===== config.mk =====
export PLATFORM = sky130hd
export DESIGN_NAME = dual_dac_cmd_if
export DESIGN_NICKNAME = d
export VERILOG_FILES = /design/src/rtl/dual_dac_pkg.sv /design/src/rtl/dual_dac_frame.sv /design/src/rtl/dual_dac_decode.sv /design/src/rtl/dual_dac_regs.sv /design/src/rtl/dual_dac_cmd_if.sv
export SDC_FILE = /design/constraint.sdc
export NUM_CORES = 1
export LEC_CHECK = 0
export BUFFER_PORTS_ARGS = -buffer_cell sky130_fd_sc_hd__buf_2
export CORE_ASPECT_RATIO = 1.2
export CORE_MARGIN = 4
export CORE_UTILIZATION = 33
export CTS_CLUSTER_SIZE = 20
export DETAILED_ROUTE_END_ITERATION = 10
export HOLD_SLACK_MARGIN = 0.06
export MAX_ROUTING_LAYER = met4
export PLACE_DENSITY = 0.62
export SYNTH_ARGS = -nofsm -noshare
export SYNTH_HDL_FRONTEND = slang
export SYNTH_SLANG_ARGS = --single-unit

===== constraint.sdc =====
create_clock -name clk -period 2.7 [get_ports clk]
set_input_delay 0.81 -clock clk [delete_from_list [all_inputs] [get_ports clk]]
set_output_delay 0.81 -clock clk [all_outputs]
set_load 0.02 [all_outputs]

===== src/rtl/dual_dac_pkg.sv =====
`timescale 1ns/1ps
package dual_dac_pkg;

    localparam int NCH = 2;
    localparam logic [2:0] CHAN_ALL = 3'b111;

    typedef enum logic [2:0] {
        ST_IDLE = 3'd0,
        ST_ADDR = 3'd1,
        ST_CMD  = 3'd2,
        ST_HI   = 3'd3,
        ST_LO   = 3'd4
    } frame_st_e;

    typedef enum logic [2:0] {
        OP_WR_IN      = 3'b000,
        OP_UPD        = 3'b001,
        OP_WR_UPD_ALL = 3'b010,
        OP_WR_UPD     = 3'b011,
        OP_POWER      = 3'b100,
        OP_RESET      = 3'b101,
        OP_MASK       = 3'b110,
        OP_REF        = 3'b111
    } op_e;

    typedef struct packed {
        logic [NCH-1:0] wr;
        logic [NCH-1:0] upd;
        logic           do_reset;
        logic           set_mask;
        logic           set_ref;
    } action_t;

endpackage


===== src/rtl/dual_dac_frame.sv =====
`timescale 1ns/1ps
module dual_dac_frame
    import dual_dac_pkg::*;
#(
    parameter logic [6:0] DEV_ADDR = 7'h0C
) (
    input  logic      clk,
    input  logic      rst_n,
    input  logic      bus_start,
    input  logic      bus_stop,
    input  logic      byte_vld,
    input  logic [7:0] byte_data,
    output logic      exec_o,
    output op_e       op_o,
    output logic [2:0] chan_o,
    output logic      multi_o,
    output logic [7:0] hi_o,
    output frame_st_e state_o
);

    localparam logic [7:0] WR_ADDR_BYTE = {DEV_ADDR, 1'b0};

    typedef struct packed {
        frame_st_e  st;
        logic [6:0] cmd;
        logic [7:0] hi;
    } frame_t;

    frame_t f_d, f_q;
    logic   exec_d;

    always_comb begin
        f_d    = f_q;
        exec_d = 1'b0;
        if (bus_start) begin
            f_d.st = ST_ADDR;
        end else if (bus_stop) begin
            f_d.st = ST_IDLE;
        end else if (byte_vld) begin
            case (f_q.st)
                ST_ADDR: f_d.st = (byte_data == WR_ADDR_BYTE) ? ST_CMD : ST_IDLE;
                ST_CMD: begin
                    f_d.cmd = byte_data[6:0];
                    f_d.st  = ST_HI;
                end
                ST_HI: begin
                    f_d.hi = byte_data;
                    f_d.st = ST_LO;
                end
                ST_LO: begin
                    exec_d = 1'b1;
                    f_d.st = f_q.cmd[6] ? ST_CMD : ST_IDLE;
                end
                default: f_d.st = ST_IDLE;
            endcase
        end
    end

    always_ff @(posedge clk or negedge rst_n) begin
        if (!rst_n) begin
            f_q <= '0;
        end else begin
            f_q <= f_d;
        end
    end

    assign exec_o  = exec_d;
    assign op_o    = op_e'(f_q.cmd[5:3]);
    assign chan_o  = f_q.cmd[2:0];
    assign multi_o = f_q.cmd[6];
    assign hi_o    = f_q.hi;
    assign state_o = f_q.st;

endmodule


===== src/rtl/dual_dac_decode.sv =====
`timescale 1ns/1ps
module dual_dac_decode
    import dual_dac_pkg::*;
(
    input  logic       exec_i,
    input  op_e        op_i,
    input  logic [2:0] chan_i,
    output action_t    act_o
);

    logic [NCH-1:0] sel;

    always_comb begin
        for (int i = 0; i < NCH; i++) begin
            sel[i] = (chan_i == 3'(i)) || (chan_i == CHAN_ALL);
        end
    end

    always_comb begin
        act_o = '0;
        if (exec_i) begin
            case (op_i)
                OP_WR_IN: act_o.wr = sel;
                OP_UPD:   act_o.upd = sel;
                OP_WR_UPD_ALL: begin
                    act_o.wr  = sel;
                    act_o.upd = {NCH{|sel}};
                end
                OP_WR_UPD: begin
                    act_o.wr  = sel;
                    act_o.upd = sel;
                end
                OP_RESET: act_o.do_reset = 1'b1;
                OP_MASK:  act_o.set_mask = 1'b1;
                OP_REF:   act_o.set_ref  = 1'b1;
                default:  act_o = '0;
            endcase
        end
    end

endmodule


===== src/rtl/dual_dac_regs.sv =====
`timescale 1ns/1ps
module dual_dac_regs
    import dual_dac_pkg::*;
#(
    parameter int DATA_W = 12
) (
    input  logic                           clk,
    input  logic                           rst_n,
    input  logic                           clr_n,
    input  logic                           ldac_n,
    input  action_t                        act_i,
    input  logic [DATA_W-1:0]              wdata_i,
    input  logic [NCH-1:0]                 mask_i,
    input  logic                           ref_i,
    output logic [NCH-1:0][DATA_W-1:0]     dac_o,
    output logic [NCH-1:0][DATA_W-1:0]     inp_o,
    output logic [NCH-1:0]                 mask_o,
    output logic                           ref_o
);

    typedef struct packed {
        logic [NCH-1:0][DATA_W-1:0] inp;
        logic [NCH-1:0][DATA_W-1:0] dac;
        logic [NCH-1:0]             mask;
        logic                       ref_en;
    } regs_t;

    regs_t r_d, r_q;

    always_comb begin
        r_d = r_q;
        for (int ch = 0; ch < NCH; ch++) begin
            if (act_i.wr[ch]) begin
                r_d.inp[ch] = wdata_i;
            end
        end
        if (act_i.set_mask) begin
            r_d.mask = mask_i;
        end
        if (act_i.set_ref) begin
            r_d.ref_en = ref_i;
        end
        for (int ch = 0; ch < NCH; ch++) begin
            if (act_i.upd[ch] || !ldac_n || r_q.mask[ch]) begin
                r_d.dac[ch] = r_d.inp[ch];
            end
            if (!clr_n) begin
                r_d.dac[ch] = '0;
            end
        end
        if (act_i.do_reset) begin
            r_d = '0;
        end
    end

    always_ff @(posedge clk or negedge rst_n) begin
        if (!rst_n) begin
            r_q <= '0;
        end else begin
            r_q <= r_d;
        end
    end

    assign dac_o  = r_q.dac;
    assign inp_o  = r_q.inp;
    assign mask_o = r_q.mask;
    assign ref_o  = r_q.ref_en;

endmodule


===== src/rtl/dual_dac_cmd_if.sv =====
`timescale 1ns/1ps
module dual_dac_cmd_if
    import dual_dac_pkg::*;
#(
    parameter int         DATA_W   = 12,
    parameter logic [6:0] DEV_ADDR = 7'h0C
) (
    input  logic              clk,
    input  logic              rst_n,
    input  logic              bus_start,
    input  logic              bus_stop,
    input  logic              byte_vld,
    input  logic [7:0]        byte_data,
    input  logic              ldac_n,
    input  logic              clr_n,
    output logic [DATA_W-1:0] code_a,
    output logic [DATA_W-1:0] code_b,
    output logic              ref_en
);

    localparam int WORD_W = 16;
    localparam int PAD_W  = WORD_W - DATA_W;

    logic                       exec;
    op_e                        op;
    logic [2:0]                 chan;
    logic                       multi;
    logic [7:0]                 hi;
    frame_st_e                  fstate;
    action_t                    act;
    logic [NCH-1:0][DATA_W-1:0] dac;
    logic [NCH-1:0][DATA_W-1:0] inp;
    logic [NCH-1:0]             mask;
    logic [NCH-1:0][DATA_W-1:0] code_g;

    dual_dac_frame #(.DEV_ADDR(DEV_ADDR)) u_frame (
        .clk       (clk),
        .rst_n     (rst_n),
        .bus_start (bus_start),
        .bus_stop  (bus_stop),
        .byte_vld  (byte_vld),
        .byte_data (byte_data),
        .exec_o    (exec),
        .op_o      (op),
        .chan_o    (chan),
        .multi_o   (multi),
        .hi_o      (hi),
        .state_o   (fstate)
    );

    dual_dac_decode u_decode (
        .exec_i (exec),
        .op_i   (op),
        .chan_i (chan),
        .act_o  (act)
    );

    dual_dac_regs #(.DATA_W(DATA_W)) u_regs (
        .clk     (clk),
        .rst_n   (rst_n),
        .clr_n   (clr_n),
        .ldac_n  (ldac_n),
        .act_i   (act),
        .wdata_i (DATA_W'({hi, byte_data} >> PAD_W)),
        .mask_i  (byte_data[NCH-1:0]),
        .ref_i   (byte_data[0]),
        .dac_o   (dac),
        .inp_o   (inp),
        .mask_o  (mask),
        .ref_o   (ref_en)
    );

    for (genvar g = 0; g < NCH; g++) begin : g_out
        assign code_g[g] = clr_n ? dac[g] : '0;
    end

    assign code_a = code_g[0];
    assign code_b = code_g[1];

endmodule


==> out/metrics.csv, run 1 <==
stage,metric,value,unit
synth,ys async rst share,1.00,
finish,share of layout cells above drive strength 1,0.255,
global_routing,first-pass GRT wire length,11300,um
cts,clk root buf,clkbuf_8,
cts,total setup buffers inserted after CTS,0,
drt,Residual DRC,0,
place,post-place instance area,0.00347,sq mm
synth,sequential-to-total area share from yosys stat,0.556,
finish,Fillers,926,
finish,P&R area growth vs syn,17.0,%
place,IO Port Bufs,39,
timing,Max Fclk,0.437,GHz
cts,htree depth,3,
critical_path,critical path class,input pin to primary output,
timing,max-slew violation count,0,
timing,Fin. Hold Viols,0,
critical_path,Critical Path RT,1.89,ns
cts,CTS tree,yes,
synth,Mapped Nets,296,
drt,vias,2181,
synth,Syn Inst Count,281,
place,GP Congestion,0.779,
timing,Setup Total Neg Slack,0,ns
timing,Worst slew margin,0.587,
synth,post-synth top area share,0.556,
flow_run,Max-Cap Viols,0,
synth,Post-Syn Area per Cell,11.0,sq um
finish,most frequent cells in the layout,"dfrtp_1 (69), nor2_1 (54), buf_2 (39), and2_1 (27), a211oi_1 (25)",
synth,Yosys warnings,0,
cts,clk slew on worst S/H paths,0.07,ns
global_routing,initial antenna violation count,0,
critical_path,crit end category,primary output,
finish,Final #Nets,338,
cts,"Gates resized, CTS repair",0,
drt,1st-pass router iterations,4,
timing,Period minus WS final,2.29,ns
floorplanning,Initial Utilization,0.340,
finish,ANT cells,0,
timing,RSZ-0062 raised after global routing,no,
critical_path,CP Launch Type,input pin,
floorplanning,Die W,96.5,um
floorplanning,Die Y,114,um
floorplanning,Row Count,38,
drt,"antenna viol nets, final",0,
finish,"commonest non-fill, non-tap cell in the layout",dfrtp_1,
cts,Clock Sinks,69,
synth,Yosys top cell by area,dfrtp_1,
drt,Via density,4.89,
timing,Finish-stage setup viols,0,
global_routing,GR Util All Layers,0.137,
status,status,"finished, final reports clean",
place,hpwl dp,4670,um
timing,Setup WS post-layout,0.409,ns
synth,"EDFF count, synth",0,
critical_path,critical path arrival,1.48,ns
min_path,Hold WC Path Type,flip-flop to flip-flop,
timing,clk_skew,0.00450,ns
finish,Finished Cell Area,0.00363,sq mm
cts,clock buffer count from CTS,9,
drt,"wirelength, routed",6470,um
synth,#FFs+latches synth,69,
synth,Post-synth top flop,dfrtp_1,
cts,CTS max path bufs,2,
floorplanning,core box area,0.00913,sq mm
critical_path,Worst Path Max Fanout,25,
timing,post-route clock period utilization,0.848,
pwr,Max VDD drop,0.000226,V
cts,Hold Buf Count CTS,0,
global_routing,Congestion Overflow GR,0,
pwr,PwrDens,552,mW/mm^2
cts,clk_lat worst skew,0.33,ns
global_routing,vias in the first global route,2271,
drt,wire length per cell,14.5,um
drt,DRC marker count from the first detailed-route iteration,117,
floorplanning,die footprint,0.0110,sq mm
global_routing,largest net degree at the start of global routing,27,
synth,post-synthesis cell type count,32,
synth,"Cell Area, Synth",0.00310,sq mm
synth,"top cells by area, synth","dfrtp_1 (56%), mux2i_1 (7.7%), nor2_1 (6.5%)",
place,post-place setup slack,0.254,ns
timing,worst-margin pin slew,0.619,ns
pwr,Static Leak,1.85,nW
floorplanning,I/O pin cnt,40,
==> synthesized netlist by cell type (2+ instances only) <==
library cell / count
nand2_1: 11
o21ai_0: 4
a211oi_1: 25
o21bai_1: 2
nand2b_1: 3
nor3_1: 2
dfrtp_1: 69
nor4b_1: 3
and2_1: 27
and4_1: 2
nor2b_1: 5
a31oi_1: 2
buf_2: 6
clkbuf_1: 11
mux2_2: 16
nor2_1: 54
mux2i_1: 24
==> critical path, cell delays in order <==
cell,delay (ns)
buf_2,0.31
and2_1,0.20
buf_2,0.16
==> power breakdown <==
group,switching (mW),internal (mW)
logic,0.129,0.0742
registers,0.0159,1.07
clock network,0.351,0.371
==> sequential cells by signal, summed over array words and instances (netlist names) <==
signal / flops
u_regs.inp_o: 24
u_frame.hi_o: 8
u_regs.dac_o: 24
u_frame.op_o: 3
u_frame.multi_o: 1
u_frame.chan_o: 3
u_frame.state_o: 3
u_regs.mask_o: 2
u_regs.ref_o: 1
==> logic make-up after synthesis <==
logic type / share of synthesized area
simple gates: 0.188
flops: 0.556
mux: 0.135
compound gates: 0.0871
buf+inv: 0.0302
xor+xnor: 0.00282
==> area by class of cell <==
class / count / area [sq um] / area share
clock buffers: 12 / 155 / 0.0427
flip-flops and latches: 69 / 1730 / 0.476
clock inverters: 2 / 10.0 / 0.00276
inverters: 1 / 3.75 / 0.00103
well taps: 120 / 150 / 0.0414
multi-input cells: 192 / 1280 / 0.353
repair buffers: 50 / 303 / 0.0834
==> metrics by stage <==
step / utilization / instances / power, mW / hold WS (ns)
2_1_floorplan: - / 281 / 1.22 / 0.448
3_3_place_gp: 0.380 / 432 / 1.30 / 0.457
3_5_place_dp: 0.380 / 432 / 1.31 / 0.471
4_1_cts: 0.398 / 446 / 2.04 / 0.487
5_1_grt: 0.398 / 446 / 2.11 / 0.507
6_report: 0.398 / 446 / 2.01 / 0.475
==> per-layer routing <==
layer / global-route usage / up-vias / part of all wire
li1: - / 1053 / -
met1: 0.188 / 1064 / 0.47
met2: 0.194 / 48 / 0.47
met3: 0.0178 / 16 / 0.036
met4: 0.0767 / 0 / 0.027
met5: - / - / 0
==> final timing paths <==
check,from,endpoint,slack [ns],cells after the start
hold / removal,u_regs.ref_o,u_regs.ref_o,0.47,2
max in group asynchronous,rst_n,u_regs.dac_o[15],1.62,2
setup reg to reg,u_frame.state_o[0],u_regs.dac_o[7],0.79,6
setup / recovery,clr_n,code_b[4],0.41,3
hold reg to reg,u_regs.ref_o,u_regs.ref_o,0.47,2
min in group asynchronous,rst_n,u_frame.state_o[0],0.49,1
Power figures use the tool's default switching activity.
==> run 2, diff against run 1 <==
- clock period: 2.7 -> 2.15 ns (I/O delays scaled with it)
==> run 2 against run 1 <==
  * Critical path depth stayed put
  * Register-to-register slack worse by 0.54 ns
  * Clock power is 83% higher
  * Via count is 0.83% lower
  * Die area stayed put
  * Largest power group unchanged
  * Combinational power is 37% higher
  * Critical endpoint is now code_a[5]
  * Sequential share of layout area is 2.2 points lower
  * Non-clock buffer count is 5 higher
  * Routed wire length is 1.6% higher
  * Count of clock-buffer cells in the layout is 1 lower
  * Flip-flop and latch count stayed put
  * Power is 48% higher
==> out/metrics.csv, run 2 (synthesis results as in run 1) <==
stage,metric,value,unit
critical_path,Top delay family on crit path,buffers and inverters,
timing,Worst slew margin,0.620,
place,hpwl dp,4610,um
finish,Final #Nets,343,
cts,total setup buffers inserted after CTS,0,
pwr,Clk pwr share,0.447,
drt,1st-pass router iterations,4,
critical_path,CP Launch Type,input pin,
floorplanning,Die Y,114,um
timing,Setup WS post-layout,0.198,ns
drt,DRC marker count from the first detailed-route iteration,108,
place,GP Congestion,0.775,
min_path,Hold WC Path Type,input pin to async pin,
timing,max-slew violation count,0,
pwr,combinational share of power,0.094,
global_routing,vias in the first global route,2233,
global_routing,Congestion Overflow GR,0,
critical_path,crit-path max cell delay,0.31,ns
cts,clk root buf,clkbuf_8,
timing,Max Fclk,0.512,GHz
cts,CTS tree,yes,
critical_path,buffer and inverter count on the worst path,2,
pwr,part of the power in registers,0.459,
floorplanning,I/O pin cnt,40,
cts,Hold Buf Count CTS,0,
timing,RSZ-0062 raised after global routing,no,
cts,CTS max path bufs,2,
global_routing,largest net degree at the start of global routing,27,
pwr,Max VDD drop,0.000293,V
finish,P&R area growth vs syn,22.8,%
flow_run,Max-Cap Viols,0,
pwr,Psw,677,uW
drt,Via density,4.77,
pwr,PwrDens,777,mW/mm^2
floorplanning,Die W,96.5,um
floorplanning,core box area,0.00913,sq mm
timing,Setup Total Neg Slack,0,ns
floorplanning,Row Count,38,
critical_path,R2R Path Start,u_frame.state_o[0],
cts,clk_lat worst skew,0.34,ns
timing,post-route clock period utilization,0.908,
drt,wire length per cell,14.5,um
timing,clk_skew,0.00561,ns
critical_path,crit-path cells,"buf_2, and2_1, buf_2",
critical_path,CP most frequent cell,buf_2,
critical_path,"Slowest-stage cell, CP",buf_2,
place,IO Port Bufs,39,
finish,share of layout cells above drive strength 1,0.273,
critical_path,Critical Path Start,clr_n,
critical_path,Critical Path RT,1.50,ns
drt,Residual DRC,0,
finish,ANT cells,0,
cts,Clock Sinks,69,
pwr,Pint,2.28,mW
critical_path,critical path arrival,1.31,ns
place,post-place setup slack,-0.121,ns
drt,"wirelength, routed",6570,um
finish,final core occ,0.417,
status,status,"finished, final reports clean",
timing,Fin. Hold Viols,0,
drt,"antenna viol nets, final",0,
global_routing,first-pass GRT wire length,11200,um
finish,"commonest non-fill, non-tap cell in the layout",dfrtp_1,
finish,most frequent cells in the layout,"dfrtp_1 (69), nor2_1 (54), buf_2 (39), and2_1 (27), a211oi_1 (25)",
cts,clk slew on worst S/H paths,0.07,ns
pwr,Static Leak,1.93,nW
timing,worst hold slack,0.295,ns
timing,Period minus WS final,1.95,ns
floorplanning,die footprint,0.0110,sq mm
floorplanning,Initial Utilization,0.340,
global_routing,GR Util All Layers,0.138,
cts,"Gates resized, CTS repair",0,
cts,htree depth,3,
pwr,switch share,0.229,
critical_path,Worst Path Max Fanout,25,
critical_path,critical path class,input pin to primary output,
drt,vias,2163,
timing,Finish-stage setup viols,0,
cts,clock buffer count from CTS,9,
critical_path,crit end category,primary output,
timing,worst-margin pin slew,0.570,ns
global_routing,initial antenna violation count,0,
## run 2: cell types whose count changed in the layout (fill, tap and decap cells not counted)
cell / delta
clkinv_2: -2
buf_12: +4
clkinv_4: +1
bufinv_16: +3
clkbuf_1: -1
clkinvlp_4: +1
buf_4: +1
## run 2: layer usage
metal	track usage	vias up	share of wire
li1	-	1060	-
met1	0.185	1053	0.48
met2	0.197	38	0.46
met3	0.0230	12	0.038
met4	0.0748	0	0.023
met5	-	-	0
## run 2: worst paths after layout
check / endpoint / slack (ns) / cells past startpoint
worst min-delay path: u_regs.ref_o / 0.29 / 1
worst max register to register: u_regs.dac_o[8] / 0.25 / 6
min in group clk: u_regs.ref_o / 0.48 / 2
max in group asynchronous: u_regs.dac_o[3] / 1.31 / 2
worst min register to register: u_regs.ref_o / 0.48 / 2
worst max-delay path: code_a[5] / 0.20 / 3
## run 2: cell type report
type,instances,area (sq um)
clock buffers,11,151
flip-flops and latches,69,1730
multi-input cells,192,1280
repair buffers,55,390
fillers,871,5320
inverters,1,3.75
clock inverters,5,106
well taps,120,150
## run 2: power groups by stage
| stage | combinational (mW) | clock, mW | sequential, mW |
|---|---|---|---|
| global placement | 0.278 | 0 | 1.38 |
| floorplan | 0.153 | 0 | 1.38 |
| CTS | 0.285 | 1.36 | 1.36 |
| detailed placement | 0.284 | 0 | 1.38 |
| global route | 0.315 | 1.43 | 1.36 |
| finish | 0.279 | 1.32 | 1.36 |
## run 2: per-stage QoR
step,power [mW],instances,instance area (sq um)
floorplan,1.53,281,3100
global placement,1.66,437,3550
detailed placement,1.67,437,3550
CTS,3.00,453,3810
global route,3.11,453,3810
finish,2.96,453,3810
